File: src/rtl/spi_xcvr_pkg.sv
package spi_xcvr_pkg;

  localparam logic [3:0] MODE_SLV_SEL  = 4'd4;
  localparam logic [3:0] MODE_SLV_FREE = 4'd5;

  typedef struct packed {
    logic       en;
    logic       out_late;
    logic       cpol;
    logic [3:0] mode;
  } ctrl_t;

  function automatic logic mode_is_master(input logic [3:0] m);
    return m[3:2] == 2'b00;
  endfunction

  function automatic logic mode_is_slave(input logic [3:0] m);
    return (m == MODE_SLV_SEL) || (m == MODE_SLV_FREE);
  endfunction

  // system clocks per serial half period for fixed rates 0..2
  function automatic int unsigned half_period(input logic [1:0] rate, input int unsigned base);
    return (base << (2 * int'(rate))) >> 1;
  endfunction

endpackage

File: src/rtl/spi_xcvr_sync.sv
module spi_xcvr_sync #(
  parameter int           W       = 3,
  parameter logic [W-1:0] RST_VAL = '0
) (
  input  logic         clk,
  input  logic         rst_n,
  input  logic [W-1:0] d,
  output logic [W-1:0] q
);
  for (genvar i = 0; i < W; i++) begin : g_bit
    logic [1:0] st;
    always_ff @(posedge clk or negedge rst_n) begin
      if (!rst_n) st <= {2{RST_VAL[i]}};
      else        st <= {st[0], d[i]};
    end
    assign q[i] = st[1];
  end
endmodule

File: src/rtl/spi_xcvr_clkgen.sv
module spi_xcvr_clkgen #(
  parameter int unsigned BASE_DIV = 4
) (
  input  logic       clk,
  input  logic       rst_n,
  input  logic       run,
  input  logic [1:0] rate,
  input  logic       tmr_tick,
  output logic       half_tick
);
  import spi_xcvr_pkg::*;

  localparam int unsigned MAX_HALF = half_period(2'd2, BASE_DIV);
  localparam int          CW       = $clog2(MAX_HALF) + 1;

  logic [CW-1:0] cnt_q;
  logic [CW-1:0] lim;
  logic          at_lim;
  logic          use_tmr;

  always_comb begin
    use_tmr   = (rate == 2'd3);
    lim       = CW'(half_period(rate, BASE_DIV) - 1);
    at_lim    = (cnt_q == lim);
    half_tick = run && (use_tmr ? tmr_tick : at_lim);
  end

  always_ff @(posedge clk or negedge rst_n) begin
    if (!rst_n)                        cnt_q <= '0;
    else if (!run || at_lim || use_tmr) cnt_q <= '0;
    else                               cnt_q <= cnt_q + 1'b1;
  end
endmodule

File: src/rtl/spi_xcvr_shifter.sv
module spi_xcvr_shifter #(
  parameter int DW = 8
) (
  input  logic                  clk,
  input  logic                  rst_n,
  input  logic                  load,
  input  logic [DW-1:0]         load_byte,
  input  logic                  out_late,
  input  logic                  ev_lead,
  input  logic                  ev_trail,
  input  logic                  clr_cnt,
  input  logic                  sdi_bit,
  output logic [DW-1:0]         rx_next,
  output logic                  sdo_bit,
  output logic [$clog2(DW)-1:0] bit_cnt,
  output logic                  ev_sample,
  output logic                  ev_drive,
  output logic                  ev_done
);
  localparam int                CNT_W = $clog2(DW);
  localparam logic [CNT_W-1:0]  LAST  = CNT_W'(DW - 1);

  logic [DW-1:0]    sr_q;
  logic [CNT_W-1:0] cnt_q;
  logic             sdo_q;

  always_comb begin
    ev_sample = out_late ? ev_trail : ev_lead;
    ev_drive  = out_late ? ev_lead  : ev_trail;
    ev_done   = ev_sample && !clr_cnt && (cnt_q == LAST);
    rx_next   = {sr_q[DW-2:0], sdi_bit};
  end

  always_ff @(posedge clk or negedge rst_n) begin
    if (!rst_n) begin
      sr_q  <= '0;
      cnt_q <= '0;
      sdo_q <= 1'b0;
    end else if (load) begin
      sr_q  <= load_byte;
      cnt_q <= '0;
      if (!out_late) sdo_q <= load_byte[DW-1];
    end else if (clr_cnt) begin
      cnt_q <= '0;
    end else begin
      if (ev_sample) begin
        sr_q  <= rx_next;
        cnt_q <= (cnt_q == LAST) ? '0 : cnt_q + 1'b1;
      end
      if (ev_drive && (out_late || cnt_q != '0)) sdo_q <= sr_q[DW-1];
    end
  end

  assign sdo_bit = sdo_q;
  assign bit_cnt = cnt_q;
endmodule

File: src/rtl/spi_xcvr.sv
module spi_xcvr #(
  parameter int          DW       = 8,
  parameter int unsigned BASE_DIV = 4
) (
  input  logic          clk,
  input  logic          rst_n,
  input  logic          bus_wr,
  input  logic          bus_rd,
  input  logic [1:0]    bus_addr,
  input  logic [DW-1:0] bus_wdata,
  output logic [DW-1:0] bus_rdata,
  input  logic          tmr_tick,
  input  logic          sck_in,
  output logic          sck_out,
  input  logic          sdi,
  output logic          sdo,
  output logic          sdo_oe,
  input  logic          ss_n,
  output logic          irq
);
  import spi_xcvr_pkg::*;

  localparam int             HW        = $clog2(2 * DW);
  localparam logic [HW-1:0]  LAST_HALF = HW'(2 * DW - 1);
  localparam logic [1:0]     A_DATA    = 2'd0;
  localparam logic [1:0]     A_CTRL    = 2'd1;
  localparam logic [1:0]     A_STAT    = 2'd2;

  ctrl_t            ctrl_q;
  logic             wcol_q, full_q, irq_q, m_busy, sck_q, sck_d;
  logic [DW-1:0]    hold_q;
  logic [HW-1:0]    half_q;
  logic [2:0]       pin_s;
  logic             ss_s, sdi_s, sck_s;
  logic             is_master, is_slave, ss_block, slave_run, cpol;
  logic             half_tick, m_lead, m_trail, s_lead, s_trail;
  logic             data_wr, data_rd, ctrl_wr, stat_wr, xfer_busy;
  logic             wr_collide, wr_load, m_start, irq_clr, sdi_bit;
  logic [DW-1:0]    rx_next;
  logic [$clog2(DW)-1:0] bit_cnt;
  logic             ev_sample, ev_drive, ev_done, sdo_bit;

  spi_xcvr_sync #(.W(3), .RST_VAL(3'b100)) u_sync (
    .clk(clk), .rst_n(rst_n), .d({ss_n, sdi, sck_in}), .q(pin_s));

  assign {ss_s, sdi_s, sck_s} = pin_s;

  always_comb begin
    cpol       = ctrl_q.cpol;
    is_master  = mode_is_master(ctrl_q.mode);
    is_slave   = mode_is_slave(ctrl_q.mode);
    ss_block   = is_slave && (ctrl_q.mode == MODE_SLV_SEL) && ss_s;
    slave_run  = ctrl_q.en && is_slave && !ss_block;
    m_lead     = half_tick && (sck_q == cpol);
    m_trail    = half_tick && (sck_q != cpol);
    s_lead     = slave_run && (cpol ? (!sck_s && sck_d) : (sck_s && !sck_d));
    s_trail    = slave_run && (cpol ? (sck_s && !sck_d) : (!sck_s && sck_d));
    sdi_bit    = is_master ? sdi : sdi_s;
    data_wr    = bus_wr && (bus_addr == A_DATA);
    ctrl_wr    = bus_wr && (bus_addr == A_CTRL);
    stat_wr    = bus_wr && (bus_addr == A_STAT);
    data_rd    = bus_rd && (bus_addr == A_DATA);
    xfer_busy  = m_busy || (is_slave && bit_cnt != '0);
    wr_collide = data_wr && xfer_busy;
    wr_load    = data_wr && !xfer_busy;
    m_start    = wr_load && is_master && ctrl_q.en;
    irq_clr    = stat_wr && !bus_wdata[1];
  end

  spi_xcvr_clkgen #(.BASE_DIV(BASE_DIV)) u_clkgen (
    .clk(clk), .rst_n(rst_n), .run(m_busy), .rate(ctrl_q.mode[1:0]),
    .tmr_tick(tmr_tick), .half_tick(half_tick));

  spi_xcvr_shifter #(.DW(DW)) u_shift (
    .clk(clk), .rst_n(rst_n), .load(wr_load), .load_byte(bus_wdata),
    .out_late(ctrl_q.out_late), .ev_lead(m_lead || s_lead),
    .ev_trail(m_trail || s_trail), .clr_cnt(ss_block), .sdi_bit(sdi_bit),
    .rx_next(rx_next), .sdo_bit(sdo_bit), .bit_cnt(bit_cnt),
    .ev_sample(ev_sample), .ev_drive(ev_drive), .ev_done(ev_done));

  // master clock sequencing
  always_ff @(posedge clk or negedge rst_n) begin
    if (!rst_n) begin
      m_busy <= 1'b0;
      half_q <= '0;
      sck_q  <= 1'b0;
      sck_d  <= 1'b0;
    end else begin
      sck_d <= sck_s;
      if (m_start) begin
        m_busy <= 1'b1;
        half_q <= '0;
        sck_q  <= cpol;
      end else if (m_busy) begin
        if (half_tick) begin
          sck_q  <= ~sck_q;
          half_q <= half_q + 1'b1;
          if (half_q == LAST_HALF) m_busy <= 1'b0;
        end
      end else begin
        sck_q <= cpol;
      end
    end
  end

  // register file and flags
  always_ff @(posedge clk or negedge rst_n) begin
    if (!rst_n) begin
      ctrl_q <= '0;
      wcol_q <= 1'b0;
      full_q <= 1'b0;
      irq_q  <= 1'b0;
      hold_q <= '0;
    end else begin
      if (ctrl_wr) ctrl_q <= ctrl_t'(bus_wdata[6:0]);
      if (wr_collide)                  wcol_q <= 1'b1;
      else if (ctrl_wr && !bus_wdata[7]) wcol_q <= 1'b0;
      if (ev_done) begin
        hold_q <= rx_next;
        full_q <= 1'b1;
        irq_q  <= 1'b1;
      end else begin
        if (data_rd) full_q <= 1'b0;
        if (irq_clr) irq_q  <= 1'b0;
      end
    end
  end

  always_comb begin
    case (bus_addr)
      A_DATA:  bus_rdata = hold_q;
      A_CTRL:  bus_rdata = DW'({wcol_q, ctrl_q});
      A_STAT:  bus_rdata = DW'({xfer_busy, irq_q, full_q});
      default: bus_rdata = '0;
    endcase
  end

  assign sck_out = sck_q;
  assign sdo     = sdo_bit;
  assign sdo_oe  = ctrl_q.en && (is_master || (is_slave && !ss_block));
  assign irq     = irq_q;

endmodule

File: config.mk
export PLATFORM = sky130hd
export DESIGN_NAME = spi_xcvr
export DESIGN_NICKNAME = d
export VERILOG_FILES = /design/src/rtl/spi_xcvr_pkg.sv /design/src/rtl/spi_xcvr_sync.sv /design/src/rtl/spi_xcvr_clkgen.sv /design/src/rtl/spi_xcvr_shifter.sv /design/src/rtl/spi_xcvr.sv
export SDC_FILE = /design/constraint.sdc
export NUM_CORES = 1
export LEC_CHECK = 0
export BUFFER_PORTS_ARGS = -buffer_cell sky130_fd_sc_hd__buf_2
export CORE_UTILIZATION = 52
export DETAILED_ROUTE_END_ITERATION = 8
export GPL_ROUTABILITY_DRIVEN = 0
export GPL_TIMING_DRIVEN = 0
export PLACE_DENSITY = 0.75
export SYNTH_ARGS = -nofsm -noshare
export SYNTH_HDL_FRONTEND = slang
export SYNTH_SLANG_ARGS = --single-unit
File: constraint.sdc
create_clock -name clk -period 2.4 [get_ports clk]
set_input_delay 0.24 -clock clk [delete_from_list [all_inputs] [get_ports clk]]
set_output_delay 0.24 -clock clk [all_outputs]
set_load 0.05 [all_outputs]
==> results.cfg <==
[global_route]
grt_pass1_wl_um = 8920
grt_max_degree = 50
grt-ovfl-total = 0
grt_pass1_vias = 1887
grtUsageTotal = 0.227
antenna_found_initial = 0

[yosys]
ys_seq_area_frac = 0.489
synth_nets = 262
synth_most_common_cell = dfrtp_1
yosys.area_share.simple = 0.154
synthXorXnorAreaFrac = 0.0313
postSynthCellCount = 239
synth-compound-area-share = 0.144
yosys_warnings = 0
synthTopCellsByCount = 47 x dfrtp_1, 27 x nor2_1, 25 x nand2_1
synth_edf_count = 0
synth.top_cells.by_area = dfrtp_1 47%, mux2_4 4.8%, mux2i_1 4.4%
synth_top_family_by_area = simple AND/OR/NAND/NOR gates
syn_area_mm2 = 0.00251
syn_avg_cell_area_um2 = 10.5
synth_seq_cells = 49
yosysTopAreaCellShare = 0.468
async_flop_share = 1.00
synth_cell_types = 45
synth_fa_ha_area_frac = 0.0249
synth_mux_area_frac = 0.132
dominantRegCellSynth = dfrtp_1
yosysTopAreaCell = dfrtp_1

[clock_network]
clock-sinks = 49
path_clk_slew_ns = 0.10
htreeDepth = 2
clockBufferDepth = 2
clockRootBuffer = clkbuf_8
tritoncts = yes
cts_buffers = 5
clock_latency_ns = 0.32

[route]
vias = 2065
drt.antenna.violating_nets = 0
viasPerCell = 5.93
routed.top_layer = met4
drt_iter0_markers = 126
first_pass_iters = 5
drt_wl_total_um = 5850
met2_wirelength_um = 2780
drc_errors = 0
dr_wl_met3_um = 330
routedWlPerCell_um = 16.8
met1_length_um = 2620

[placement]
place_area_mm2 = 0.00273
hpwl_um = 3620
port_buffers = 29

[timing]
period_needed_ns = 2.45
grt_setup_unrepaired = true
fin_worst_skew_ns = 0.0188
final_hold_viol_count = 0
worst_pin_slew_ns = 1.07
fmax_ghz = 0.407
slew-limit-headroom = 0.285
maxSlewViolCount = 0
finalSetupViolCount = 9
timing.final.ws_setup_ns = -0.0541
post-route-period-util = 1.02
fin_tns_setup_ns = -0.400

[critical_path]
cp.required_ns = 2.59
crit_type = register to register
crit_chain = or4b_4 > a211oi_4 > buf_4 > o211a_4 > a2bb2oi_4 > and3_4 > buf_6 > mux2_4
cp_max_fo = 5
arrival_ns = 2.65
cp_slowest_cell = or4b_4
startpoint_type = register
reg2reg_setup_slack_ns = -0.05
endpoint_kind = register
slowest_delay_ns = 0.55

[hold_path]
min_path_type = input port to register

[finish]
diodes = 0
final_nets = 318
synthToLayoutAreaGrowth_pct = 21.6
layout-drive-gt1-share = 0.331
final_area_mm2 = 0.00306

[die]
dieArea_mm2 = 0.00512
rows = 24
coreArea_mm2 = 0.00450
die_w_um = 71.5
start_util = 0.558
ioPinCount = 30
die_h_um = 71.5

[status]
violations = setup timing
status = finished, violations left

[power_and_ir_drop]
power_density_mw_per_mm2 = 959
ir_worst_vdd_mv = 0.531
power_leakage_nw = 1.46

[run]
cap_violations = 0
==> worst max-delay path, delay by kind of cell (launching register included) <==
kind / cells / cell delay (ns)
and+or+nand+nor: 2 / 0.77
AOI/OAI and AO/OA: 3 / 0.56
muxes: 1 / 0.30
DFF: 1 / 0.40
buffers and inverters: 2 / 0.31
==> flip-flops by register name, summed over array words and instances, names as in the netlist, 3 cells and up <==
name / count
u_clkgen.cnt_q: 6
u_sync.g_bit.st: 6
ctrl_q: 6
half_q: 4
hold_q: 8
u_shift.sr_q: 8
u_shift.bit_cnt: 3
==> final cells by class <==
| cell class | count | area, um2 |
|---|---|---|
| Multi-Input combinational cell | 176 | 1310 |
| Sequential cell | 49 | 1230 |
| Clock inverter | 3 | 17.5 |
| Timing Repair Buffer | 49 | 295 |
| Tap cell | 52 | 65.1 |
| Buffer | 9 | 56.3 |
| Clock buffer | 5 | 68.8 |
| Fill cell | 353 | 1450 |
| Inverter | 5 | 18.8 |
==> repair_timing <==
action	CTS	global route
gates resized for setup	6	18
hold buffers	0	0
setup buffers	7	12
cloned	0	1
pin swaps	4	6
setup endpoints to repair	19	23
==> per-layer routing <==
metal	GRT usage	up-vias
li1	-	955
met4	0.0850	0
met3	0.0577	16
met1	0.319	1019
met5	0	-
met2	0.343	75
==> stage by stage <==
step / hold WS (ns) / utilization / total power [W] / worst slack (ns) / std cells
after detailed placement: 0.335 / 0.605 / 0.00227 / -0.181 / 320
final: 0.0375 / 0.679 / 0.00294 / -0.0541 / 348
after global routing: 0.0289 / 0.679 / 0.00310 / -0.0954 / 348
after global placement: 0.334 / 0.605 / 0.00223 / -0.158 / 320
after floorplan: -0.0556 / - / 0.00201 / 0.0533 / 239
after CTS: 0.0324 / 0.642 / 0.00278 / -0.00424 / 335
==> kinds of logic after synthesis <==
group,Yosys count
fa+ha+maj,5
simple gates,81
compound gates,53
flops,49
buf+inv,14
xor+xnor,9
mux,28
==> path summary, 6_finish.rpt <==
kind                                       start                     to  cells past startpoint
setup reg to reg               u_clkgen.cnt_q[3]              hold_q[6]                      8
setup / recovery               u_clkgen.cnt_q[3]              hold_q[6]                      8
max in group asynchronous                  rst_n              ctrl_q[1]                      1
hold / removal                              ss_n  u_sync.g_bit[2].st[0]                      1
min in group asynchronous                  rst_n              ctrl_q[2]                      1
hold reg to reg            u_sync.g_bit[1].st[0]  u_sync.g_bit[1].st[1]                      0
==> power breakdown <==
group,total [W],switching (W),internal (W)
Clock,0.000490,0.000288,0.000202
Sequential,0.00128,0.000219,0.00106
Combinational,0.00117,0.000644,0.000524
Total,0.00294,0.00115,0.00178
==> cells in the final DEF, fill, tap and decap left out, drive strengths merged, types with 2 or more instances in the layout <==
master,n
clkbuf,10
ha,5
o22ai,2
xor2,5
xnor2,4
or3,3
mux2,17
inv,5
and3,2
a21oi,13
o221a,2
nor2,27
nand3,4
a21o,3
clkinv,2
dfstp,2
nand4,4
o221ai,2
a211oi,2
dfrtp,47
nor2b,7
nand2,25
buf,53
mux2i,11
o21ai,14
o21a,8
nand2b,2
Power figures use the tool's default switching activity.
